**config.mk**
```make
export PLATFORM = sky130hd
export DESIGN_NAME = irq_pin_service
export DESIGN_NICKNAME = d
export VERILOG_FILES = /design/src/rtl/irq_svc_pkg.sv /design/src/rtl/irq_pin_fsm.sv /design/src/rtl/irq_pick.sv /design/src/rtl/irq_pin_service.sv
export SDC_FILE = /design/constraint.sdc
export NUM_CORES = 1
export LEC_CHECK = 0
export ABC_AREA = 1
export BUFFER_PORTS_ARGS = -buffer_cell sky130_fd_sc_hd__buf_4
export CORE_MARGIN = 4
export CORE_UTILIZATION = 25
export CTS_CLUSTER_DIAMETER = 30
export DETAILED_ROUTE_END_ITERATION = 16
export SLEW_MARGIN = 25
export SYNTH_ARGS = -nofsm -noshare
export SYNTH_HDL_FRONTEND = slang
export SYNTH_SLANG_ARGS = --single-unit
export TNS_END_PERCENT = 50
```
**constraint.sdc**
```tcl
create_clock -name clk -period 1.4 [get_ports clk]
set_clock_uncertainty 0.1 [all_clocks]
set_input_delay 0.14 -clock clk [delete_from_list [all_inputs] [get_ports clk]]
set_output_delay 0.14 -clock clk [all_outputs]
set_load 0.01 [all_outputs]
```
**src/rtl/irq_svc_pkg.sv**
```systemverilog
package irq_svc_pkg;

    typedef enum logic [1:0] {
        PS_IDLE   = 2'd0,
        PS_QUEUED = 2'd1,
        PS_INSVC  = 2'd2
    } pin_state_e;

endpackage

```
**src/rtl/irq_pin_fsm.sv**
```systemverilog
module irq_pin_fsm
    import irq_svc_pkg::*;
#(
    parameter int VEC_W = 8
) (
    input  logic             clk,
    input  logic             rst_n,
    input  logic             raw,
    input  logic             pol,
    input  logic             mask,
    input  logic             level_mode,
    input  logic [VEC_W-1:0] vec,
    input  logic             eoi_valid,
    input  logic [VEC_W-1:0] eoi_vec,
    input  logic             grant,
    output logic             queued,
    output logic             insvc,
    output logic             coal_evt
);

    pin_state_e st, st_nxt;
    logic       req_q;
    logic       eff;
    logic       rise;
    logic       eoi_hit;
    logic       svc_evt;

    // effective level and request bit
    assign eff     = raw ^ pol;
    assign rise    = eff & ~req_q;
    assign eoi_hit = eoi_valid && (eoi_vec == vec);
    // in IDLE the remote-pending flag is clear, so level mode is gated by eff only
    assign svc_evt = level_mode ? eff : rise;

    always_ff @(posedge clk) begin
        if (!rst_n) begin
            st    <= PS_IDLE;
            req_q <= 1'b0;
        end else begin
            st    <= st_nxt;
            req_q <= eff;
        end
    end

    always_comb begin
        st_nxt = st;
        unique case (st)
            PS_IDLE: begin
                if (svc_evt && !mask) st_nxt = PS_QUEUED;          // take
            end
            PS_QUEUED: begin
                if (grant)     st_nxt = level_mode ? PS_INSVC : PS_IDLE; // grant_level / grant_edge
                else if (mask) st_nxt = PS_IDLE;                   // drop
            end
            PS_INSVC: begin
                if (eoi_hit) st_nxt = (!mask && eff) ? PS_QUEUED : PS_IDLE; // reissue / release
            end
            default: st_nxt = PS_IDLE;
        endcase
    end

    always_comb begin
        queued   = (st == PS_QUEUED);
        insvc    = (st == PS_INSVC);
        coal_evt = rise && (st != PS_IDLE) && !(st == PS_INSVC && eoi_hit);
    end

    // a masked idle line never enters the queue
    assert_masked_no_queue_R5: assert property (@(posedge clk) disable iff (!rst_n)
        (st == PS_IDLE && mask) |=> (st != PS_QUEUED));

    // remote-pending only ends through a matching end-of-interrupt
    assert_release_by_eoi_R6: assert property (@(posedge clk) disable iff (!rst_n)
        $fell(insvc) |-> ($past(eoi_valid) && ($past(eoi_vec) == $past(vec))));

endmodule

```
**src/rtl/irq_pick.sv**
```systemverilog
module irq_pick #(
    parameter int N = 4
) (
    input  logic [N-1:0]         req,
    output logic [N-1:0]         grant,
    output logic [$clog2(N)-1:0] idx
);

    localparam int IW = $clog2(N);

    // scan from the top down so the lowest active index is written last
    always_comb begin
        grant = '0;
        idx   = '0;
        for (int i = N - 1; i >= 0; i--) begin
            if (req[i]) begin
                grant = N'(1) << i;
                idx   = IW'(i);
            end
        end
    end

endmodule

```
**src/rtl/irq_pin_service.sv**
```systemverilog
module irq_pin_service #(
    parameter int NPINS    = 4,
    parameter int VEC_W    = 8,
    parameter int DEST_W   = 8,
    parameter int BSP_DEST = 0
) (
    input  logic                      clk,
    input  logic                      rst_n,
    input  logic [NPINS-1:0]          pin_raw,
    input  logic [NPINS-1:0]          cfg_mask,
    input  logic [NPINS-1:0]          cfg_pol,
    input  logic [NPINS-1:0]          cfg_level,
    input  logic [NPINS-1:0]          cfg_logical,
    input  logic [NPINS*VEC_W-1:0]    cfg_vec,
    input  logic [NPINS*DEST_W-1:0]   cfg_dest,
    input  logic                      eoi_valid,
    input  logic [VEC_W-1:0]          eoi_vec,
    output logic                      dlv_valid,
    output logic [$clog2(NPINS)-1:0]  dlv_pin,
    output logic [VEC_W-1:0]          dlv_vec,
    output logic [DEST_W-1:0]         dlv_dest,
    output logic                      dlv_logical,
    output logic [NPINS-1:0]          coalesced,
    output logic [NPINS-1:0]          remote_pend
);

    localparam int PIN_W = $clog2(NPINS);
    localparam logic [DEST_W-1:0] BOOT_DEST = DEST_W'(BSP_DEST);

    logic [NPINS-1:0] queued;
    logic [NPINS-1:0] insvc;
    logic [NPINS-1:0] coal_evt;
    logic [NPINS-1:0] grant;
    logic [PIN_W-1:0] gidx;

    logic [VEC_W-1:0]  sel_vec;
    logic [DEST_W-1:0] sel_dest;
    logic              sel_logical;

    for (genvar g = 0; g < NPINS; g++) begin : g_pin
        irq_pin_fsm #(.VEC_W(VEC_W)) u_fsm (
            .clk        (clk),
            .rst_n      (rst_n),
            .raw        (pin_raw[g]),
            .pol        (cfg_pol[g]),
            .mask       (cfg_mask[g]),
            .level_mode (cfg_level[g]),
            .vec        (cfg_vec[g*VEC_W +: VEC_W]),
            .eoi_valid  (eoi_valid),
            .eoi_vec    (eoi_vec),
            .grant      (grant[g]),
            .queued     (queued[g]),
            .insvc      (insvc[g]),
            .coal_evt   (coal_evt[g])
        );
    end

    irq_pick #(.N(NPINS)) u_pick (
        .req   (queued),
        .grant (grant),
        .idx   (gidx)
    );

    // payload of the granted line, with the line-0 routing override
    always_comb begin
        sel_vec     = cfg_vec[gidx*VEC_W +: VEC_W];
        sel_dest    = cfg_dest[gidx*DEST_W +: DEST_W];
        sel_logical = cfg_logical[gidx];
        if (gidx == '0) begin
            sel_dest    = BOOT_DEST;
            sel_logical = 1'b0;
        end
    end

    always_ff @(posedge clk) begin
        if (!rst_n) begin
            dlv_valid   <= 1'b0;
            dlv_pin     <= '0;
            dlv_vec     <= '0;
            dlv_dest    <= '0;
            dlv_logical <= 1'b0;
            coalesced   <= '0;
        end else begin
            dlv_valid   <= |grant;
            dlv_pin     <= gidx;
            dlv_vec     <= sel_vec;
            dlv_dest    <= sel_dest;
            dlv_logical <= sel_logical;
            coalesced   <= coal_evt;
        end
    end

    assign remote_pend = insvc;

    // the arbiter grants at most one line per cycle
    assert_one_grant_R9: assert property (@(posedge clk) disable iff (!rst_n)
        $onehot0(grant));

    // the same line is never delivered on two consecutive cycles
    assert_no_repeat_R9: assert property (@(posedge clk) disable iff (!rst_n)
        dlv_valid |=> !(dlv_valid && (dlv_pin == $past(dlv_pin))));

    // line 0 leaves in physical mode toward the bootstrap destination
    assert_pin0_route_R8: assert property (@(posedge clk) disable iff (!rst_n)
        (dlv_valid && dlv_pin == '0) |-> (dlv_dest == BOOT_DEST && !dlv_logical));

    for (genvar g = 0; g < NPINS; g++) begin : g_chk
        // remote-pending rises together with that line's delivery
        assert_remote_with_dlv_R3: assert property (@(posedge clk) disable iff (!rst_n)
            $rose(remote_pend[g]) |-> (dlv_valid && dlv_pin == PIN_W'(g)));
    end

endmodule

```
# Yosys cells after proc, flatten, opt, wreduce, memory -nomap -nowiden
# Index checks and enable logic that the tools add are counted.
op_classes:
  mux: 42
  eq_ne: 24
  shift: 2
  n_lt_le_gt_ge: 1
  reduce_logical: 47
  n_bitwise: 13
op_table:
  columns: ["op", "n"]
  rows:
  - ["indexed part select 32 x 6 -> 8 bit", 2]
  - ["2-to-1 mux 2 bit", 24]
  - ["equality test 8 bit", 4]
  - ["logical AND 1 bit", 24]
  - ["one-hot mux 2 bit (3 select lines)", 4]
  - ["2-to-1 mux 4 bit", 4]
  - ["!= test 3 bit, second input constant", 4]
  - ["AND reduction 3 bit", 4]
  - ["logical NOT 2 bit", 5]
  - ["2-to-1 mux 1 bit", 9]
  - ["equality test 2 x 1 -> 1 bit, second input constant", 4]
  - ["equality test 2 bit, second input constant", 4]
  - ["logical NOT 1 bit", 8]
  - ["!= test 2 x 1 -> 1 bit, second input constant", 4]
  - ["!= test 2 bit, second input constant", 4]
  - ["nonzero test 2 bit", 4]
  - ["inverter 1 bit", 5]
  - ["bitwise AND 1 bit", 4]
  - ["OR reduction 4 bit", 1]
  - ["XOR 1 bit", 4]
  - ["less-than comparator 2 x 3 -> 1 bit, second input constant", 1]
  - ["binary-select mux 1 bit (select 2 bit)", 1]
  - ["OR reduction 2 bit", 1]
totals:
  input_bits: 95
  wordCells: 143
  register_bits: 36
  output_inout_bits: 28

# Longest topological paths before layout
# Gate-level depths: netlist of the first run.
logic_depth:
  ltp_word: 7
  ltp_mapped: 11
  depth_no_buf: 10

# Modules after synthesis
# Synthesis of the first run repeated with hierarchy kept, for this count alone.
hier_totals:
  cells_unflattened: 535
  hier_area_um2: 2899.0
by_module_without_submodules:
  columns: ["mod", "seq_area_each_um2", "area_per_inst_um2", "cells_each", "instances"]
  rows:
  - ["irq_pin_service", 480.5, 1433.9, 240, 1]
  - ["irq_pin_fsm", 60.1, 350.3, 70, 4]
  - ["irq_pick", 0.0, 63.8, 15, 1]

# Worst setup path before layout of the first run
# No wires, ideal clock.
synth_timing:
  path_type: "reg2reg"
  startpoint: "reg g_pin[2].u_fsm.st[1]"
  endpoint: "reg dlv_vec[0]"
  path_stages_with_launch: 10
  setup_time_ns: 0.122
  path_buffers: 2
  slack_ns: 0.034
  t_required_ns: 1.178
  period_less_slack_ns: 1.366
  arrival_ns: 1.143
  cell_sequence: "dfxtp_1 > inv_2 > nand2_4 > nand3_2 > nand2_2 > nand2_4 > buf_12 > buf_6 > o211ai_1 > o21ai_1"
synth_via:
  elab_chain_cells: 5
synth_rtl:
  columns: ["element", "line", "text"]
  rows:
  - ["start, declared", "irq_pin_fsm.sv:21", "pin_state_e st, st_nxt;"]
  - ["start signal, assigned", "irq_pin_fsm.sv:40", "st <= st_nxt;"]
  - ["equality test 2 x 1 -> 1 bit", "irq_pin_fsm.sv:63", "queued = (st == PS_QUEUED);"]
  - ["2-to-1 mux 2 bit (3 in series)", "irq_pick.sv:16", "if (req[i]) begin"]
  - ["indexed part select 32 x 6 -> 8 bit", "irq_pin_service.sv:66", "sel_vec = cfg_vec[gidx*VEC_W +: VEC_W];"]
  - ["end signal, assigned", "irq_pin_service.sv:86", "dlv_vec <= sel_vec;"]
  - ["end, declared", "irq_pin_service.sv:20", "output logic [VEC_W-1:0] dlv_vec,"]
# No other way between the ends.
# A chain may end at the register's enable or synchronous reset.

# Worst setup path after layout of the first run
layout_timing:
  startpoint: "reg g_pin[2].u_fsm.st[1]"
  endpoint: "reg dlv_dest[0]"
layout_via:
  elab_chain_cells: 6
  word_cells_on_any_way: 7
  classes_between: "eq/ne (1); shift (1); mux (3); reduce/logical (2)"
layout_rtl:
  columns: ["element", "line", "text"]
  rows:
  - ["equality test 2 x 1 -> 1 bit *", "irq_pin_fsm.sv:63", null]
  - ["2-to-1 mux 2 bit * (3 in series)", "irq_pick.sv:16", null]
  - ["parallel branches: the longest is 2 deep, another holds indexed part select 32 x 6 -> 8 bit", null, null]
  - ["end signal, assigned", "irq_pin_service.sv:87", "dlv_dest <= sel_dest;"]
  - ["end, declared", "irq_pin_service.sv:21", "output logic [DEST_W-1:0] dlv_dest,"]
# Mark *: on every way between the ends.

==> results.py, run 1 <==
metrics = {
    "outcome": {
        "outcome": "complete, but fails checks",
        "violations": "setup timing",
    },
    "synthesis": {
        "synth_cell_types": 36,
        "synth_area_mm2": 0.00253,
        "ys_seq_area_frac": 0.285,
        "postSynthAreaPerCell_um2": 6.43,
        "syn_nets": 488,
        "synthCells": 393,
        "yosys.area.top_type": "dfxtp_1",
        "synth.area.top_cells": "dfxtp_1 (29%), nand2_1 (18%), inv_1 (8.8%), nor2_1 (4.8%), o211ai_2 (4.0%)",
        "ys.warnings.count": 0,
        "ys_ff_latch": 36,
        "synth_top_area_share": 0.285,
    },
    "global_routing": {
        "grt_pass1_wl_um": 13000,
        "grt_pass1_vias": 2841,
        "grt_max_degree": 21,
        "gr-total-overflow": 0,
        "track_usage": 0.139,
        "grt_antenna_before_repair": 0,
    },
    "setup_path": {
        "r2r_cells": 11,
        "critPathCapture": "dlv_dest[0]$_SDFF_PP0_",
        "r2r-start": "g_pin[2].u_fsm.st[1]$_SDFFE_PN0P_",
        "end_kind": "flip-flop",
        "crit_required_ns": 1.53,
        "crit_path_start": "g_pin[2].u_fsm.st[1]$_SDFFE_PN0P_",
        "path_class": "flip-flop to flip-flop",
        "critPathSlowestCell": "dfxtp_2",
        "cpPeakStageDelay_ns": 0.34,
        "cp_max_fo": 6,
        "timing.rr.end": "dlv_dest[0]$_SDFF_PP0_",
        "cp.arrival_ns": 1.59,
        "rrSetupSlack_ns": -0.05,
        "cp_cell_sequence": "inv_2, nand2_4, nand3_4, nand2_2, nand2_4, inv_6, clkbuf_16, nand2_2, nand2_1, nand2_1, a21oi_2",
        "start_kind": "flip-flop",
    },
    "sta": {
        "worst_pin_slew_ns": 0.424,
        "layout_setup_ws_ns": -0.0517,
        "slew_viol_final": 0,
        "fmax_mhz": 689,
        "timing.hold.ws_ns": 0.0106,
        "period_needed_ns": 1.45,
        "finalCritPeriodShare": 1.04,
        "relSlewSlack": 0.717,
        "fin_setup_tns_ns": -0.104,
        "hold_viol": 0,
        "finalSetupViolations": 5,
        "rsz0062_at_grt": "true",
    },
    "place": {
        "dp_cells": 651,
        "placed_area_mm2": 0.00366,
        "io_buffers": 122,
        "place.gp.congestion": 0.812,
        "hpwlAfterDp_um": 6700,
    },
    "run": {
        "maxCapViolations": 0,
    },
    "drt": {
        "drt-total-wl_um": 8660,
        "viasPerCell": 4.32,
        "wl_per_cell_um": 12.9,
        "drtIter0Drc": 125,
        "num_vias": 2894,
        "ant_nets": 0,
        "drc_errors": 0,
        "first_pass_iters": 4,
    },
    "pwr": {
        "p_per_area_mw_per_mm2": 1040,
        "power.share.combinational": 0.471,
        "p_int_uw": 2690,
        "p_sw_frac": 0.358,
        "finalPower_uw": 4190,
        "p_clk_frac": 0.232,
        "ir_drop_v": 0.000486,
        "seqPwrFrac": 0.297,
        "leakage_uw": 0.00210,
        "p_sw_uw": 1500,
    },
    "layout": {
        "final_cells": 670,
        "post-route-cell-area_mm2": 0.00403,
        "antenna_cells": 0,
        "drive_gt1_frac": 0.419,
        "syn_to_final_growth_pct": 59.6,
        "nNetsFinal": 631,
    },
    "floorplan": {
        "core_area_mm2": 0.00982,
        "die_w_um": 109,
        "die_area_mm2": 0.0118,
        "fp.dieH_um": 109,
        "start_util": 0.257,
        "num_rows": 36,
        "pin_count": 123,
    },
    "cts": {
        "cts_tree": "done",
        "root_buffer": "clkbuf_8",
        "htree_levels": 2,
        "cts.sinks": 36,
        "clockBufferDepth": 2,
        "clk_pin_slew_ns": 0.08,
        "clock_latency_ns": 0.29,
        "cts_buffers": 5,
    },
    "min_path": {
        "hp-class": "input pin to flip-flop",
    },
}
-- cells in the final DEF (no fill, tap or decap), types with 2 or more instances in the layout --
master and instances:
a31oi_1 2, o21ai_1 17, inv_6 3, nand3_1 15
nor2_1 29, nor2_4 2, nand2_4 3, nor3_1 5
dlygate4sd3_1 2, nor2_8 2, nand2_2 19, o211ai_1 9
nor2_2 4, buf_4 136, dfxtp_2 6, buf_6 4
o22ai_1 3, clkbuf_16 3, inv_1 58, dfxtp_1 30
a21oi_1 15, buf_12 4, inv_2 3, a21oi_2 8
clkbuf_8 5, o21ai_0 10, o211ai_2 8, xor2_1 6
nand2_1 105, or2_2 7, xnor2_1 2
-- worst min-delay path by stage --
stage	to	from	slack (ns)	depth (start not counted)
2_1_floorplan	g_pin[3].u_fsm.req_q$_SDFF_PN0_	rst_n	0.16	2
3_3_place_gp	g_pin[0].u_fsm.st[0]$_SDFFE_PN0P_	cfg_mask[0]	0.31	4
3_5_place_dp	g_pin[0].u_fsm.st[0]$_SDFFE_PN0P_	cfg_mask[0]	0.32	4
4_1_cts	g_pin[3].u_fsm.st[1]$_SDFFE_PN0P_	cfg_level[3]	0.007	3
5_1_grt	dlv_vec[0]$_SDFF_PN0_	cfg_vec[24]	0.02	3
6_report	g_pin[0].u_fsm.st[1]$_SDFFE_PN0P_	cfg_level[0]	0.01	3
-- routing by layer --
layer,part of all wire,global-route usage
met5,0,0
met4,0.014,0.0424
met3,0.076,0.0334
met2,0.48,0.243
met1,0.43,0.168
-- synth_stat cells, drive strengths merged --
cell type	n
nand2	127
inv	64
dfxtp	36
nor2	36
o21ai	27
a21oi	24
o211ai	17
nand3	16
buf	13
or2	7
xor2	6
nor3	5
clkbuf	3
o22ai	3
a31oi	2
xnor2	2
a211oi	1
clkinv	1
nand4	1
nor4	1
o2111ai	1
-- kinds of logic after synthesis --
group	Yosys count	share of synthesized area
AND/OR/NAND/NOR	193	0.334
buffers and inverters	81	0.151
AO/OA/AOI/OAI	75	0.203
flip-flops	36	0.285
XOR/XNOR	8	0.0277
-- state kept, by name, summed over array words and instances (netlist names) --
| signal | flops |
|---|---|
| dlv_dest | 8 |
| dlv_vec | 8 |
| g_pin.u_fsm.st | 8 |
| coalesced | 4 |
| g_pin.u_fsm.req_q | 4 |
| dlv_pin | 2 |
| dlv_logical | 1 |
| dlv_valid | 1 |
-- cell type report --
cell class | instances | area, um^2
clock buffer | 5 | 68.8
clock inverter | 3 | 46.3
fill | 1066 | 5790
inverter | 65 | 262
multi-input combinational | 277 | 1500
sequential | 36 | 728
tap | 133 | 166
timing repair buffer | 150 | 1260
timing repair inverter | 1 | 5.00
-- worst max-delay path: cells and delay by family, from the launching register on --
family,cells,cell delay [ns]
compound gates,1,0.15
buf+inv,3,0.30
flops,1,0.34
simple gates,7,0.51
-- metrics by stage --
step,worst slack (ns),utilization
2_1_floorplan,0.0343,-
3_3_place_gp,-0.0215,0.372
3_5_place_dp,-0.0828,0.372
4_1_cts,-0.0118,0.393
5_1_grt,-0.129,0.411
6_report,-0.0517,0.411
-- power by group through the flow --
stage	registers (uW)	clock network [uW]	logic, uW
after floorplan	1320	0	933
after global placement	1260	0	1660
after detailed placement	1260	0	1700
after CTS	1240	997	1790
after global routing	1260	1040	2170
final	1240	971	1970
-- what timing repair did --
action                                 CTS  global route
cloned                                   2             3
setup endpoints to repair               19            23
endpoints found under the hold margin    2             0
pin swaps                                2            17
hold buffers                             2             0
buffers inserted                         1             3
gates resized for setup                 12            29
(Power assumes the default switching activity.)
==> run 2, diff against run 1 <==
Settings changed: CTS_BUF_LIST set to sky130_fd_sc_hd__clkbuf_16.
==> run 2 against run 1 <==
Net effect: the run still ends with setup timing left; sequential cell count is the same; sequential power is essentially flat; clock power grew 35%; critical path depth shrank 3; fmax grew 2.8%; utilization grew 0.31 points; cell area grew 0.74%; combinational power is essentially flat; register-to-register slack gained 0.04 ns; die area is the same; final cell count is the same; non-clock buffer count is the same; largest cell class unchanged; highest routed layer unchanged.
==> results.py, run 2 (synthesis results as in run 1) <==
metrics = {
    "outcome": {
        "outcome": "complete, but fails checks",
        "violations": "setup timing",
    },
    "sta": {
        "finalCritPeriodShare": 1.01,
        "layout_setup_ws_ns": -0.0120,
        "finalSetupViolations": 4,
        "hold_viol": 0,
        "worst_pin_slew_ns": 0.439,
        "relSlewSlack": 0.707,
        "rsz0062_at_grt": "true",
        "fin_setup_tns_ns": -0.0168,
        "fmax_mhz": 708,
        "slew_viol_final": 0,
        "period_needed_ns": 1.41,
    },
    "layout": {
        "final_common_cell": "buf_4",
        "nNetsFinal": 631,
        "multi_input_area_mm2": 0.00150,
        "post-route-cell-area_mm2": 0.00406,
        "finish.utilization": 0.414,
        "antenna_cells": 0,
        "fill_cells": 1054,
        "regArea_um2": 726,
        "reg_top3": "dlv_dest (8), dlv_vec (8), g_pin.u_fsm.st (8)",
        "syn_to_final_growth_pct": 60.8,
        "layout_common_cells": "buf_4 (141), nand2_1 (120), inv_1 (58), dfxtp_1 (32), nor2_1 (30)",
        "drive_gt1_frac": 0.389,
    },
    "drt": {
        "drc_errors": 0,
        "first_pass_iters": 4,
        "drt-total-wl_um": 8520,
        "wl_per_cell_um": 12.7,
        "ant_nets": 0,
        "drtIter0Drc": 133,
        "viasPerCell": 4.29,
        "num_vias": 2872,
    },
    "setup_path": {
        "r2r_cells": 8,
        "crit_required_ns": 1.52,
        "cp.arrival_ns": 1.53,
        "crit_path_start": "g_pin[2].u_fsm.st[1]$_SDFFE_PN0P_",
        "cp_max_fo": 9,
        "end_kind": "flip-flop",
        "critPathCapture": "dlv_dest[0]$_SDFF_PP0_",
        "start_kind": "flip-flop",
        "path_class": "flip-flop to flip-flop",
        "timing.rr.end": "dlv_dest[0]$_SDFF_PP0_",
        "rrSetupSlack_ns": -0.01,
        "r2r-start": "g_pin[2].u_fsm.st[1]$_SDFFE_PN0P_",
    },
    "global_routing": {
        "grt_antenna_before_repair": 0,
        "grt_max_degree": 21,
        "track_usage": 0.141,
        "gr-total-overflow": 0,
        "grt_pass1_vias": 2861,
        "grt_pass1_wl_um": 13100,
    },
    "place": {
        "io_buffers": 122,
        "preCtsSetupSlack_ns": -0.0828,
        "hpwlAfterDp_um": 6700,
        "placed_area_mm2": 0.00366,
        "place.gp.congestion": 0.812,
    },
    "cts": {
        "cts.sinks": 36,
        "root_buffer": "clkbuf_16",
        "clockBufferDepth": 2,
        "clk_pin_slew_ns": 0.06,
        "clock_latency_ns": 0.28,
        "ctsHoldBuffers": 0,
        "cts_tree": "done",
        "htree_levels": 2,
        "cts_buffers": 5,
    },
    "floorplan": {
        "die_area_mm2": 0.0118,
        "fp.dieH_um": 109,
        "num_rows": 36,
        "pin_count": 123,
        "die_w_um": 109,
        "start_util": 0.257,
        "core_area_mm2": 0.00982,
    },
    "min_path": {
        "hp-class": "input pin to flip-flop",
    },
    "pwr": {
        "seqPwrFrac": 0.276,
        "ir_drop_v": 0.000503,
        "p_sw_uw": 1530,
        "leakage_uw": 0.00212,
        "power.share.combinational": 0.432,
        "p_int_uw": 2970,
        "finalPower_uw": 4500,
        "p_clk_frac": 0.292,
        "p_sw_frac": 0.339,
        "p_per_area_mw_per_mm2": 1110,
    },
    "run": {
        "maxCapViolations": 0,
    },
}
[run 2: cell count changes in the layout (fill, tap and decap cells not counted), sizes merged]
cell / delta
clkbuf: -1
dlygate4sd3: -2
buf: +3
[run 2: what timing repair did]
action                                 CTS  global route
setup endpoints to repair               19            20
pin swaps                                3             4
endpoints found under the hold margin    0             0
gates resized for setup                 16            15
setup buffers                            4             6
gates cloned                             2             2
[run 2: worst min-delay path by stage]
stage	endpoint	slack, ns	cells after the start	start
finish	g_pin[0].u_fsm.st[0]$_SDFFE_PN0P_	0.01	4	cfg_mask[0]
global placement	g_pin[0].u_fsm.st[0]$_SDFFE_PN0P_	0.31	4	cfg_mask[0]
floorplan	g_pin[3].u_fsm.req_q$_SDFF_PN0_	0.16	2	rst_n
global route	g_pin[2].u_fsm.st[1]$_SDFFE_PN0P_	0.03	3	cfg_level[2]
detailed placement	g_pin[0].u_fsm.st[0]$_SDFFE_PN0P_	0.32	4	cfg_mask[0]
CTS	g_pin[0].u_fsm.st[0]$_SDFFE_PN0P_	0.008	4	cfg_mask[0]
[run 2: cell type report]
class,count,share of cell area
Tap cell,133,0.0410
Timing Repair Buffer,150,0.301
Multi-Input combinational cell,277,0.368
Clock inverter,3,0.0114
Sequential cell,36,0.179
Clock buffer,5,0.0308
Timing Repair inverter,1,0.00400
Inverter,65,0.0650
[run 2: stage by stage]
stage | hold WS (ns) | std cells
after floorplan | 0.156 | 393
after global placement | 0.314 | 651
after detailed placement | 0.316 | 651
after CTS | 0.00820 | 664
after global routing | 0.0295 | 670
final | 0.0128 | 670
[run 2: routing by layer]
layer	track usage	up-vias	wire, um
li1	-	1521	-
met2	0.241	99	4090
met1	0.172	1241	3640
met4	0.0460	0	121
met3	0.0346	11	663
met5	0	-	0
[run 2: critical path, cell delays in order (launching register included)]
cell and delay (ns):
dfxtp_2 0.32, inv_2 0.06, nand2_4 0.06, buf_4 0.15
a21oi_4 0.15, buf_4 0.16, buf_6 0.14, nand2_1 0.08
a21oi_2 0.13
[run 2: power groups by stage]
stage / Sequential, uW / Clock, uW / Combinational [uW]
after floorplan: 1320 / 0 / 933
after global placement: 1260 / 0 / 1660
after detailed placement: 1260 / 0 / 1700
after CTS: 1240 / 1350 / 1820
after global routing: 1260 / 1390 / 2140
final: 1240 / 1310 / 1940
==> run 3, diff against run 2 <==
Settings changed: CORE_MARGIN 4 to unset.
==> run 3 against run 2 <==
Net effect: the flow still finishes with violations (setup timing); clock power fell by 18%; hold slack improved by 0.0092 ns; first-iteration DRC count down 44%; cell area shrank 1.9%; final cell count up 0.15%; via count decreased by 1.8%; non-clock buffer count rose by 1; sequential power is essentially flat; clock-buffer cell count unchanged; die area decreased by 11%; total power is 7.7% lower; critical path type unchanged.
==> results.py, run 3 (synthesis results as in run 1) <==
metrics = {
    "layout": {
        "reg_top3": "dlv_dest (8), dlv_vec (8), g_pin.u_fsm.st (8)",
        "post-route-cell-area_mm2": 0.00398,
        "drive_gt1_frac": 0.396,
        "nNetsFinal": 632,
        "syn_to_final_growth_pct": 57.7,
        "fill_cells": 1039,
        "multi_input_area_mm2": 0.00149,
        "regArea_um2": 726,
        "layout_common_cells": "buf_4 (142), nand2_1 (119), inv_1 (58), dfxtp_1 (32), nor2_1 (29)",
        "finish.utilization": 0.408,
        "final_common_cell": "buf_4",
        "antenna_cells": 0,
    },
    "sta": {
        "hold_viol": 0,
        "layout_setup_ws_ns": -0.0153,
        "worst_pin_slew_ns": 0.513,
        "finalSetupViolations": 7,
        "fmax_mhz": 707,
        "finalCritPeriodShare": 1.01,
        "period_needed_ns": 1.42,
        "rsz0062_at_grt": "true",
        "fin_setup_tns_ns": -0.0488,
        "timing.hold.ws_ns": 0.0219,
        "slew_viol_final": 0,
        "relSlewSlack": 0.657,
    },
    "global_routing": {
        "grt_max_degree": 17,
        "track_usage": 0.149,
        "gr-total-overflow": 0,
        "grt_pass1_wl_um": 11900,
        "grt_pass1_vias": 2601,
        "grt_antenna_before_repair": 0,
    },
    "setup_path": {
        "path_class": "flip-flop to flip-flop",
        "rrSetupSlack_ns": -0.02,
        "start_kind": "flip-flop",
        "end_kind": "flip-flop",
        "crit_required_ns": 1.46,
        "cp.arrival_ns": 1.48,
        "cp_max_fo": 4,
    },
    "cts": {
        "clk_pin_slew_ns": 0.05,
        "cts_tree": "done",
        "clockBufferDepth": 2,
        "cts_buffers": 5,
        "htree_levels": 2,
        "clock_latency_ns": 0.28,
        "root_buffer": "clkbuf_16",
        "cts.sinks": 36,
    },
    "pwr": {
        "ir_drop_v": 0.000487,
        "p_per_area_mw_per_mm2": 1040,
        "leakage_uw": 0.00210,
    },
    "drt": {
        "drtIter0Drc": 75,
        "wl_per_cell_um": 11.6,
        "viasPerCell": 4.20,
        "drt-total-wl_um": 7770,
        "ant_nets": 0,
        "drc_errors": 0,
        "num_vias": 2819,
        "first_pass_iters": 4,
    },
    "floorplan": {
        "pin_count": 123,
        "start_util": 0.258,
        "die_area_mm2": 0.0105,
        "fp.dieH_um": 103,
        "core_area_mm2": 0.00977,
        "die_w_um": 103,
        "num_rows": 36,
    },
    "place": {
        "place.gp.congestion": 0.826,
        "io_buffers": 122,
        "placed_area_mm2": 0.00369,
        "hpwlAfterDp_um": 6260,
    },
    "outcome": {
        "outcome": "complete, but fails checks",
        "violations": "setup timing",
    },
    "run": {
        "maxCapViolations": 0,
    },
    "min_path": {
        "hp-class": "input pin to flip-flop",
    },
}
run 3: cell type report:
| cell class | instances | share of cell area |
|---|---|---|
| multi-input cells | 277 | 0.375 |
| repair buffers | 151 | 0.300 |
| flip-flops and latches | 36 | 0.182 |
| inverters | 65 | 0.0656 |
| well taps | 133 | 0.0418 |
| clock buffers | 5 | 0.0314 |
| clock inverters | 3 | 0.00345 |
| repair inverters | 1 | 0.00126 |
run 3: report_power, final:
group	internal (uW)	switching, uW	leakage (uW)
combinational	894	950	0.00173
clock	646	422	0.0000710
sequential	1180	61.0	0.000298
total	2720	1430	0.00210
run 3: path summary, 6_finish.rpt:
kind                                                        start                                 to  depth (start not counted)
worst max-delay path            g_pin[0].u_fsm.st[0]$_SDFFE_PN0P_              dlv_vec[7]$_SDFF_PN0_                         10
worst min-delay path                                 cfg_level[2]  g_pin[2].u_fsm.st[1]$_SDFFE_PN0P_                          3
worst max register to register  g_pin[0].u_fsm.st[0]$_SDFFE_PN0P_              dlv_vec[7]$_SDFF_PN0_                         10
worst min register to register    g_pin[2].u_fsm.req_q$_SDFF_PN0_            coalesced[2]$_SDFF_PN0_                          3
run 3: per-stage QoR:
step / instances / total power [uW] / worst slack [ns]
5_1_grt: 671 / 4440 / -0.0943
3_3_place_gp: 655 / 2940 / -0.0395
4_1_cts: 669 / 4150 / -0.0215
2_1_floorplan: 393 / 2250 / 0.0343
6_report: 671 / 4150 / -0.0153
3_5_place_dp: 655 / 2970 / -0.0916
run 3: critical path, stage by stage, from the launching register on:
cell and delay [ns]:
dfxtp_2 0.32, inv_2 0.07, nor2_4 0.04, inv_4 0.09, nand2_4 0.07, a21oi_4 0.14
buf_6 0.13, nor2_4 0.03, buf_4 0.16, o211ai_1 0.07, o21ai_1 0.08
run 3: repair_timing:
item | 4_1_cts | 5_1_grt
setup buffers | 4 | 2
resized for setup | 15 | 14
pin swaps | 6 | 8
gates cloned | 2 | 0
endpoints found under the setup margin | 19 | 21
hold buffers | 0 | 0
run 3: per-layer routing:
metal  track usage  part of all wire  vias up
li1              -                 -     1516
met1         0.178              0.43     1206
met2         0.265              0.49       91
met3        0.0292             0.065        6
met4        0.0484             0.011        0
met5             0                 0        -
